**src/rtl/divPkg.sv**
```systemverilog
package divPkg;
  // Strobes from control to datapath; at most one is set in a clock.
  typedef struct packed {
    logic step;    // take one prescaler pulse inside the cycle
    logic reload;  // terminal pulse: load the latched pair
  } divStrb_t;
endpackage

```
**src/rtl/pulseSwallowCtrl.sv**
```systemverilog
module pulseSwallowCtrl
  import divPkg::*;
#(
  parameter int N_W   = 11,
  parameter int A_W   = 7,
  parameter int N_MIN = 3,
  parameter int RST_N = 16,
  parameter int RST_A = 0
) (
  input  logic           clk,
  input  logic           rstN,
  input  logic           preEn,
  input  logic           cfgLoad,
  input  logic [N_W-1:0] cfgN,
  input  logic [A_W-1:0] cfgA,
  input  logic           nLast,
  output divStrb_t       strb,
  output logic [N_W-1:0] pendN,
  output logic [A_W-1:0] pendA,
  output logic           cfgErr,
  output logic           divPulse
);
  localparam int PAD_W = N_W - A_W;

  logic [N_W-1:0] cfgAWide;
  logic           cfgLegal;

  assign cfgAWide = {{PAD_W{1'b0}}, cfgA};
  assign cfgLegal = (cfgN >= N_W'(N_MIN)) && (cfgAWide < cfgN);

  always_comb begin
    strb.step   = preEn & ~nLast;
    strb.reload = preEn &  nLast;
  end

  always_ff @(posedge clk) begin
    if (!rstN) begin
      pendN    <= N_W'(RST_N);
      pendA    <= A_W'(RST_A);
      cfgErr   <= 1'b0;
      divPulse <= 1'b0;
    end else begin
      divPulse <= strb.reload;
      if (cfgLoad) begin
        if (cfgLegal) begin
          pendN  <= cfgN;
          pendA  <= cfgA;
          cfgErr <= 1'b0;
        end else begin
          cfgErr <= 1'b1;
        end
      end
    end
  end
endmodule

```
**src/rtl/pulseSwallowPath.sv**
```systemverilog
module pulseSwallowPath
  import divPkg::*;
#(
  parameter int N_W   = 11,
  parameter int A_W   = 7,
  parameter int RST_N = 16,
  parameter int RST_A = 0
) (
  input  logic           clk,
  input  logic           rstN,
  input  divStrb_t       strb,
  input  logic [N_W-1:0] pendN,
  input  logic [A_W-1:0] pendA,
  output logic           nLast,
  output logic           modCtl
);
  logic [N_W-1:0] nCnt;
  logic [A_W-1:0] aCnt;
  logic           aZero;

  assign aZero  = (aCnt == '0);
  assign nLast  = (nCnt == N_W'(1));
  assign modCtl = ~aZero;

  always_ff @(posedge clk) begin
    if (!rstN) begin
      nCnt <= N_W'(RST_N);
      aCnt <= A_W'(RST_A);
    end else if (strb.reload) begin
      nCnt <= pendN;
      aCnt <= pendA;
    end else if (strb.step) begin
      nCnt <= nCnt - N_W'(1);
      if (!aZero) aCnt <= aCnt - A_W'(1);
    end
  end
endmodule

```
**src/rtl/pulseSwallowDiv.sv**
```systemverilog
module pulseSwallowDiv
  import divPkg::*;
#(
  parameter int N_W   = 11,
  parameter int A_W   = 7,
  parameter int N_MIN = 3,
  parameter int RST_N = 16,
  parameter int RST_A = 0
) (
  input  logic           clk,
  input  logic           rstN,
  input  logic           preEn,
  input  logic           cfgLoad,
  input  logic [N_W-1:0] cfgN,
  input  logic [A_W-1:0] cfgA,
  output logic           modCtl,
  output logic           divPulse,
  output logic           cfgErr
);
  divStrb_t       strb;
  logic [N_W-1:0] pendN;
  logic [A_W-1:0] pendA;
  logic           nLast;

  pulseSwallowCtrl #(
    .N_W(N_W), .A_W(A_W), .N_MIN(N_MIN), .RST_N(RST_N), .RST_A(RST_A)
  ) uCtrl (
    .clk(clk), .rstN(rstN), .preEn(preEn), .cfgLoad(cfgLoad),
    .cfgN(cfgN), .cfgA(cfgA), .nLast(nLast), .strb(strb),
    .pendN(pendN), .pendA(pendA), .cfgErr(cfgErr), .divPulse(divPulse)
  );

  pulseSwallowPath #(
    .N_W(N_W), .A_W(A_W), .RST_N(RST_N), .RST_A(RST_A)
  ) uPath (
    .clk(clk), .rstN(rstN), .strb(strb), .pendN(pendN), .pendA(pendA),
    .nLast(nLast), .modCtl(modCtl)
  );
endmodule

```
**config.mk**
```make
export PLATFORM = sky130hd
export DESIGN_NAME = pulseSwallowDiv
export DESIGN_NICKNAME = d
export VERILOG_FILES = /design/src/rtl/divPkg.sv /design/src/rtl/pulseSwallowCtrl.sv /design/src/rtl/pulseSwallowPath.sv /design/src/rtl/pulseSwallowDiv.sv
export SDC_FILE = /design/constraint.sdc
export NUM_CORES = 1
export LEC_CHECK = 0
export BUFFER_PORTS_ARGS = -buffer_cell sky130_fd_sc_hd__buf_2
export CORE_MARGIN = 3
export CORE_UTILIZATION = 40
export CTS_BUF_LIST = sky130_fd_sc_hd__clkbuf_16
export CTS_CLUSTER_DIAMETER = 150
export DETAILED_ROUTE_END_ITERATION = 10
export MAX_ROUTING_LAYER = met4
export SYNTH_ARGS = -nofsm -noshare
export SYNTH_HDL_FRONTEND = slang
export SYNTH_SLANG_ARGS = --single-unit
```
**constraint.sdc**
```tcl
create_clock -name clk -period 3.4 [get_ports clk]
set_clock_uncertainty 0.15 [all_clocks]
set_input_delay 0.68 -clock clk [delete_from_list [all_inputs] [get_ports clk]]
set_output_delay 0.68 -clock clk [all_outputs]
set_load 0.03 [all_outputs]
```
Word-level counts from Yosys, hierarchy flattened --
Cells that the tools add are included.
Storage, ports and cells: bits in registers 38, word-level logic and storage cells 27
Operators by class: add/subtract/negate cells 2, order comparisons 2, equal/unequal tests 2, mux-type cells 6, bitwise operators 4, reduce and logical (&&, ||, !) cells 5
Operator list (count):
- 11-bit 2-to-1 mux | 2
- 7-bit 2-to-1 mux | 3
- 11-bit by 1-bit == test with 1-bit output, second input constant | 1
- 11-bit by 2-bit greater-or-equal comparator with 1-bit output, second input constant | 1
- 7-bit by 11-bit < comparator with 1-bit output | 1
- 11-bit by 1-bit subtractor with 11-bit output, second input constant | 1
- 7-bit logical NOT | 1
- 7-bit by 1-bit subtractor with 7-bit output, second input constant | 1
- 2-bit AND reduction | 2
- 1-bit bitwise AND | 2
- 2-bit inequality test, second input constant | 1
- 1-bit NOT | 2
- 2-bit nonzero test | 1
- 1-bit logical AND | 1
- 1-bit 2-to-1 mux | 1

Logic depth before layout (Yosys ltp) --
Gate-level depths: netlist of run 1.
depth in word-level cells 5, mapped depth 9

Cells and area by module --
Synthesis of run 1 repeated with hierarchy kept, for this count alone.
Unflattened totals: cell total of the unflattened synthesis 276, area total of the unflattened synthesis 2566.2 um^2
By module, submodules not included:
- pulseSwallowCtrl | instances 1, cells each 155, area each 1522.7 um^2, seq. area each 400.4 um^2
- pulseSwallowPath | instances 1, cells each 121, area each 1043.5 um^2, seq. area each 360.3 um^2

Worst setup path before layout of run 1 --
OpenSTA, ideal clock, no wires.
kind input-to-reg, from in cfgN[2], to reg uCtrl.pendA[0], arrival 2.192 ns, slack 0.986 ns, stages on the path 9, path buffers 2, cells stage by stage inv_1 > ha_1 > a21o_1 > a31oi_1 > o21ai_0 > a21oi_1 > buf_2 > buf_2 > mux2i_1
Between the ends: longest elaborated chain between the ends 3, elaborated cells between the ends (all ways) 4, classes of those cells order compare: 2; reduce/logical: 2
RTL lines:
- start: declaration | RTL line pulseSwallowDiv.sv:14 | input logic [N_W-1:0] cfgN,
- 11-bit by 2-bit greater-or-equal comparator with 1-bit output or 7-bit by 11-bit < comparator with 1-bit output (tied branches) | RTL line pulseSwallowCtrl.sv:29 | assign cfgLegal = (cfgN >= N_W'(N_MIN)) && (cfgAWide < cfgN);
- 1-bit logical AND (*) | RTL line pulseSwallowCtrl.sv:29
- 2-bit AND reduction (no line) (*)
- end signal: assignment | RTL line pulseSwallowCtrl.sv:39 | pendA <= A_W'(RST_A);
- end signal: assignment | RTL line pulseSwallowCtrl.sv:47 | pendA <= cfgA;
- end: declaration | RTL line pulseSwallowCtrl.sv:19 | output logic [A_W-1:0] pendA,
Mark *: on every way between the ends. The rest lies on a longest branch, timed or not. A chain may end at the register's enable or synchronous reset.

Final worst setup path of run 1 --
from in cfgN[2], to reg uCtrl.pendN[3]
Between the ends: longest elaborated chain between the ends 3, elaborated cells between the ends (all ways) 4, classes of those cells order compare: 2; reduce/logical: 2
RTL lines:
- 11-bit by 2-bit greater-or-equal comparator with 1-bit output or 7-bit by 11-bit < comparator with 1-bit output (tied branches) | RTL line pulseSwallowCtrl.sv:29
- 1-bit logical AND (*) | RTL line pulseSwallowCtrl.sv:29
- 2-bit AND reduction (no line) (*)
- end signal: assignment | RTL line pulseSwallowCtrl.sv:38 | pendN <= N_W'(RST_N);
- end signal: assignment | RTL line pulseSwallowCtrl.sv:46 | pendN <= cfgN;
- end: declaration | RTL line pulseSwallowCtrl.sv:18 | output logic [N_W-1:0] pendN,
Marks and branches as above.

==> results of run 1 <==
==> worst max path at each step <==
stage,to,start,slack [ps],depth (start not counted)
after floorplan,uCtrl.pendA[0],cfgN[2],990,9
after global placement,uCtrl.pendA[6],cfgN[6],790,8
after detailed placement,uCtrl.pendN[1],cfgN[2],700,9
after CTS,uCtrl.pendN[3],cfgN[2],970,9
after global routing,uCtrl.pendN[3],cfgN[2],820,9
final,uCtrl.pendN[3],cfgN[2],990,9
==> layer usage <==
layer | global-route usage | up-vias | wire length, um | share of wire
li1 | - | 957 | - | -
met1 | 0.2441 | 839 | 2488 | 0.52
met2 | 0.2543 | 45 | 2027 | 0.42
met3 | 0.02436 | 5 | 208 | 0.043
met4 | 0.05769 | 0 | 58 | 0.012
met5 | - | - | 0 | 0
==> synth_stat cells, types with 3 or more instances <==
| library cell | count | area, um^2 |
|---|---|---|
| a21oi_1 | 17 | 85.08 |
| mux2i_1 | 17 | 170.2 |
| nand2_1 | 46 | 172.7 |
| nor2_1 | 17 | 63.81 |
| nor3_1 | 4 | 20.02 |
| clkbuf_1 | 7 | 26.28 |
| nand3b_1 | 4 | 30.03 |
| dfxtp_1 | 38 | 760.7 |
| nor4_1 | 4 | 25.02 |
| buf_2 | 3 | 15.01 |
| nor3b_1 | 4 | 30.03 |
| nand3_1 | 8 | 40.04 |
| o21a_1 | 5 | 37.54 |
| o21ai_0 | 21 | 105.1 |
| inv_1 | 11 | 41.29 |
| ha_1 | 10 | 125.1 |
| o22ai_1 | 3 | 18.77 |
==> power breakdown <==
group | switching [mW] | total (mW) | internal, mW
clock network | 0.185 | 0.456 | 0.271
registers | 0.0470 | 0.545 | 0.498
logic | 0.230 | 0.401 | 0.171
==> worst max-delay path: cells and delay by family <==
family	cells	cell delay [ps]
buffers and inverters	3	410
adder cells (fa/ha/maj)	1	300
multiplexers	1	210
AO/OA/AOI/OAI	4	860
==> per-stage QoR <==
stage	setup slack, ps	instance area, um^2	utilization	cells
global route	823.2	2405	0.4928	347
detailed placement	704.3	2258	0.4628	339
finish	989.5	2405	0.4928	347
CTS	970.0	2405	0.4928	347
floorplan	986.3	2073	-	255
global placement	786.4	2258	0.4628	339
==> flip-flops by register name, indices dropped and copies added (netlist names) <==
signal          flops
uPath.nCnt         11
uCtrl.pendA         7
uCtrl.cfgErr        1
uPath.aCnt          7
uCtrl.divPulse      1
uCtrl.pendN        11
==> final cells by class <==
cell class / instances / area (um^2)
multi-input cells: 193 / 1211
well taps: 67 / 83.83
inverters: 12 / 45.04
clock buffers: 5 / 125.1
fillers: 501 / 2475
clock inverters: 3 / 21.27
repair buffers: 29 / 157.7
flip-flops and latches: 38 / 760.7
==> kinds of logic (layout without fill, tap and decap cells) <==
logic type,Yosys count,after routing
compound gates,64,64
mux,17,17
simple gates,102,102
fa+ha+maj,10,10
flops,38,38
buf+inv,24,49
==> results.toml, run 1 <==
[detailed_routing]
drc = 0
num_vias = 1846
dr.pass1.iters = 4
vias_per_cell = 5.320
wl_per_cell_um = 13.79
antenna_left = 0
drtIter0Drc = 135
routed_wl_mm = 4.784

[synthesis]
yosysWarnings = 0
synth_compound_area_frac = 0.1919
synthFlopType = "dfxtp_1"
ys_async_sr_fraction = 0
synthesis.area_um2 = 2073
synthCells = 255
synthMuxAreaShare = 0.08208
avgSynthCellArea_um2 = 8.130
synthXorXnorAreaFrac = 0
yosysSeqAreaShare = 0.3669
yosys.cell_types.count = 48
yosys.area_share.simple = 0.2480
synthAdderAreaFrac = 0.06035
synth_nets = 287
synth_top_family_by_area = "simple AND/OR/NAND/NOR gates"
synth-seq-cells = 38
synth_edf_count = 0

[worst_setup_path]
reg2reg_depth = 5
max_stage_delay_ps = 420
criticalPathCategory = "input pin to flip-flop"
cp_cell_sequence = "buf_2, inv_1, ha_1, a21o_1, a31oi_1, o21ai_0, a21oi_2, buf_4, mux2i_1"
r2r-end = "uPath.nCnt[7]"
critPathRequiredTime_ps = 3450
critPathArrivalTime_ps = 2460
critical_path.max_fanout = 8
timing.rr.start = "uPath.nCnt[2]"
reg2reg_slack_ps = 1210
slowest_stage = "a21oi_2"
cp-start-kind = "input pin"
end_kind = "flip-flop"

[worst_hold_path]
holdPathEnd = "uCtrl.pendN[9]"
hp-start = "uCtrl.pendN[9]"
min_path_type = "flip-flop to flip-flop"
min_path_cells = 2

[cts]
ctsRootBufferMaster = "clkbuf_16"
tritoncts = "built"
clkSinkCount = 38
hold_buffers = 0
cts_buffers = 5
cts.repair.resized = 0
clk_pin_slew_ps = 60
cts_buffer_depth = 2
clk_latency_ps = 280
post_cts_buffers = 0
h-tree-depth = 2

[timing]
hold_ws_ps = 303.4
slew_headroom = 0.6336
hold_viol = 0
tns_ps = 0
slew_violations = 0
grt_setup_unrepaired = "no"
finalSetupViolCount = 0
fin_crit_sh = 0.7090
worstMarginPinSlew_ps = 544.6
clock.fmax_ghz = 0.4149
min_period_ps = 2410

[power]
p_leak_nw = 1.013
powerDensity_nw_per_um2 = 583.1
total_power_mw = 1.402
ir_worst_vdd_v = 0.0002242

[grt]
grt_max_degree = 43
grt_overflow_total = 0
grt_pass1_wl_mm = 8.328
antenna_found_initial = 0
grtUsageTotal = 0.1731
grt_pass1_vias = 1740

[floorplanning]
die-height_um = 78.00
rows = 25
initial_core_util = 0.4249
die_w_um = 78.00
fp.dieArea_um2 = 6083
pin_count = 25
core-area_um2 = 4880

[cells_and_area]
diodes = 0
nNetsFinal = 311
area_growth_pct = 15.99
drive_gt1_frac = 0.1643
final_cell_mix = "nand2_1 (46), dfxtp_1 (38), buf_2 (24), o21ai_0 (21)"
layout_commonest_cell = "nand2_1"

[placement]
portBuffers = 24
gp_congestion = 0.8610
dpl.hpwl_mm = 3.493

[flow_run]
cap_viol_max_count = 0

[run_status]
outcome = "complete, no violations"
No activity file was read; power rests on OpenSTA's default activity.
==> run 2: changes to the inputs <==
==> constraint.sdc (replaced) <==
create_clock -name clk -period 2.5 [get_ports clk]
set_clock_uncertainty 0.15 [all_clocks]
set_input_delay 0.5 -clock clk [delete_from_list [all_inputs] [get_ports clk]]
set_output_delay 0.5 -clock clk [all_outputs]
set_load 0.03 [all_outputs]
==> run 2 against run 1 <==
Cell area up 0.57%; combinational power increased by 40%; first-iteration DRC count is 12% higher; final cell count did not move; core utilization grew 0.28 points; flip-flop and latch count did not move; critical path depth is 6 lower; critical endpoint is now modCtl; largest cell class unchanged; largest power group unchanged.
==> results.toml, run 2 (synthesized netlist as in run 1, its figures left out) <==
[grt]
grtUsageTotal = 0.1731
grt_pass1_vias = 1797
grt_overflow_total = 0
antenna_found_initial = 0
grt_pass1_wl_mm = 8.355
grt_max_degree = 48

[timing]
tns_ps = 0
hold_viol = 0
slew_violations = 0
slew_headroom = 0.6785
hold_ws_ps = 305.2
fin_crit_sh = 0.8763
grt_setup_unrepaired = "no"
clock.fmax_ghz = 0.4564
worstMarginPinSlew_ps = 477.9
finalSetupViolCount = 0
min_period_ps = 2191

[cts]
clk_pin_slew_ps = 60
h-tree-depth = 2
cts_buffer_depth = 2
clk_latency_ps = 270
ctsRootBufferMaster = "clkbuf_16"
clkSinkCount = 38
hold_buffers = 0
post_cts_buffers = 0
cts_buffers = 5
cts.repair.resized = 0
tritoncts = "built"

[placement]
placed_area_um2 = 2278
gp_congestion = 0.8448
portBuffers = 24
dpl.hpwl_mm = 3.527

[worst_setup_path]
r2r-end = "uPath.nCnt[7]"
critical_path.max_fanout = 6
reg2reg_slack_ps = 320
reg2reg_depth = 5
cp-start-kind = "flip-flop"
crit_start = "uPath.aCnt[2]"
critPathArrivalTime_ps = 1540
critPathRequiredTime_ps = 1850
timing.rr.start = "uPath.nCnt[2]"
criticalPathCategory = "flip-flop to output port"
end_kind = "output port"

[cells_and_area]
final_cell_mix = "nand2_1 (46), dfxtp_1 (38), buf_2 (24), o21ai_0 (21)"
final_area_um2 = 2419
nNetsFinal = 312
top_regs = "uCtrl.pendN: 11 flops, uPath.nCnt: 11 flops"
layout_commonest_cell = "nand2_1"
fin_util = 0.4956
diodes = 0
drive_gt1_frac = 0.1643
area_growth_pct = 16.66

[power]
powerDensity_nw_per_um2 = 786.0
ir_worst_vdd_v = 0.0002960
total_power_mw = 1.901
p_leak_nw = 1.014

[detailed_routing]
drc = 0
antenna_left = 0
vias_per_cell = 5.464
routed_wl_mm = 4.819
wl_per_cell_um = 13.89
dr.pass1.iters = 4
drtIter0Drc = 151
num_vias = 1896

[floorplanning]
die-height_um = 78.00
rows = 25
initial_core_util = 0.4249
fp.dieArea_um2 = 6083
die_w_um = 78.00
pin_count = 25
core-area_um2 = 4880

[worst_hold_path]
hp-start = "uCtrl.pendN[3]"
holdPathEnd = "uCtrl.pendN[3]"
min_path_cells = 2
min_path_type = "flip-flop to flip-flop"

[flow_run]
cap_viol_max_count = 0

[run_status]
outcome = "complete, no violations"
[run 2: critical path, stage by stage (launching register included)]
cell and delay, ps:
dfxtp_1 350, nor3_1 420, nand3_1 250, buf_2 250
[run 2: metrics by stage]
stage / setup WS (ps) / instances
2_1_floorplan: 266.3 / 255
3_3_place_gp: 339.1 / 340
3_5_place_dp: 280.4 / 340
4_1_cts: 320.9 / 347
5_1_grt: 148.5 / 347
6_report: 309.2 / 347
[run 2: cell type report]
class | count | area [um^2]
Fill cell | 505 | 2461
Multi-Input combinational cell | 193 | 1211
Sequential cell | 38 | 760.7
Timing Repair Buffer | 30 | 177.7
Clock buffer | 5 | 125.1
Tap cell | 67 | 83.83
Inverter | 12 | 45.04
Clock inverter | 2 | 15.01
[run 2: worst max path at each step]
stage	endpoint	slack (ps)
CTS	modCtl	320
finish	modCtl	310
global placement	uCtrl.pendN[8]	340
global route	uPath.nCnt[9]	150
floorplan	uCtrl.pendA[0]	270
detailed placement	uCtrl.pendN[7]	280
[run 2: per-layer routing]
metal / up-vias / track usage / part of all wire
met2: 76 / 0.2705 / 0.45
met5: - / - / 0
met4: 0 / 0.04895 / 0.013
met1: 855 / 0.2291 / 0.47
li1: 957 / - / -
met3: 8 / 0.03248 / 0.059
[run 2: power by group]
part           total [mW]  internal (mW)  switching, mW
registers           0.741          0.677         0.0637
clock network       0.599          0.363          0.236
logic               0.561          0.237          0.324
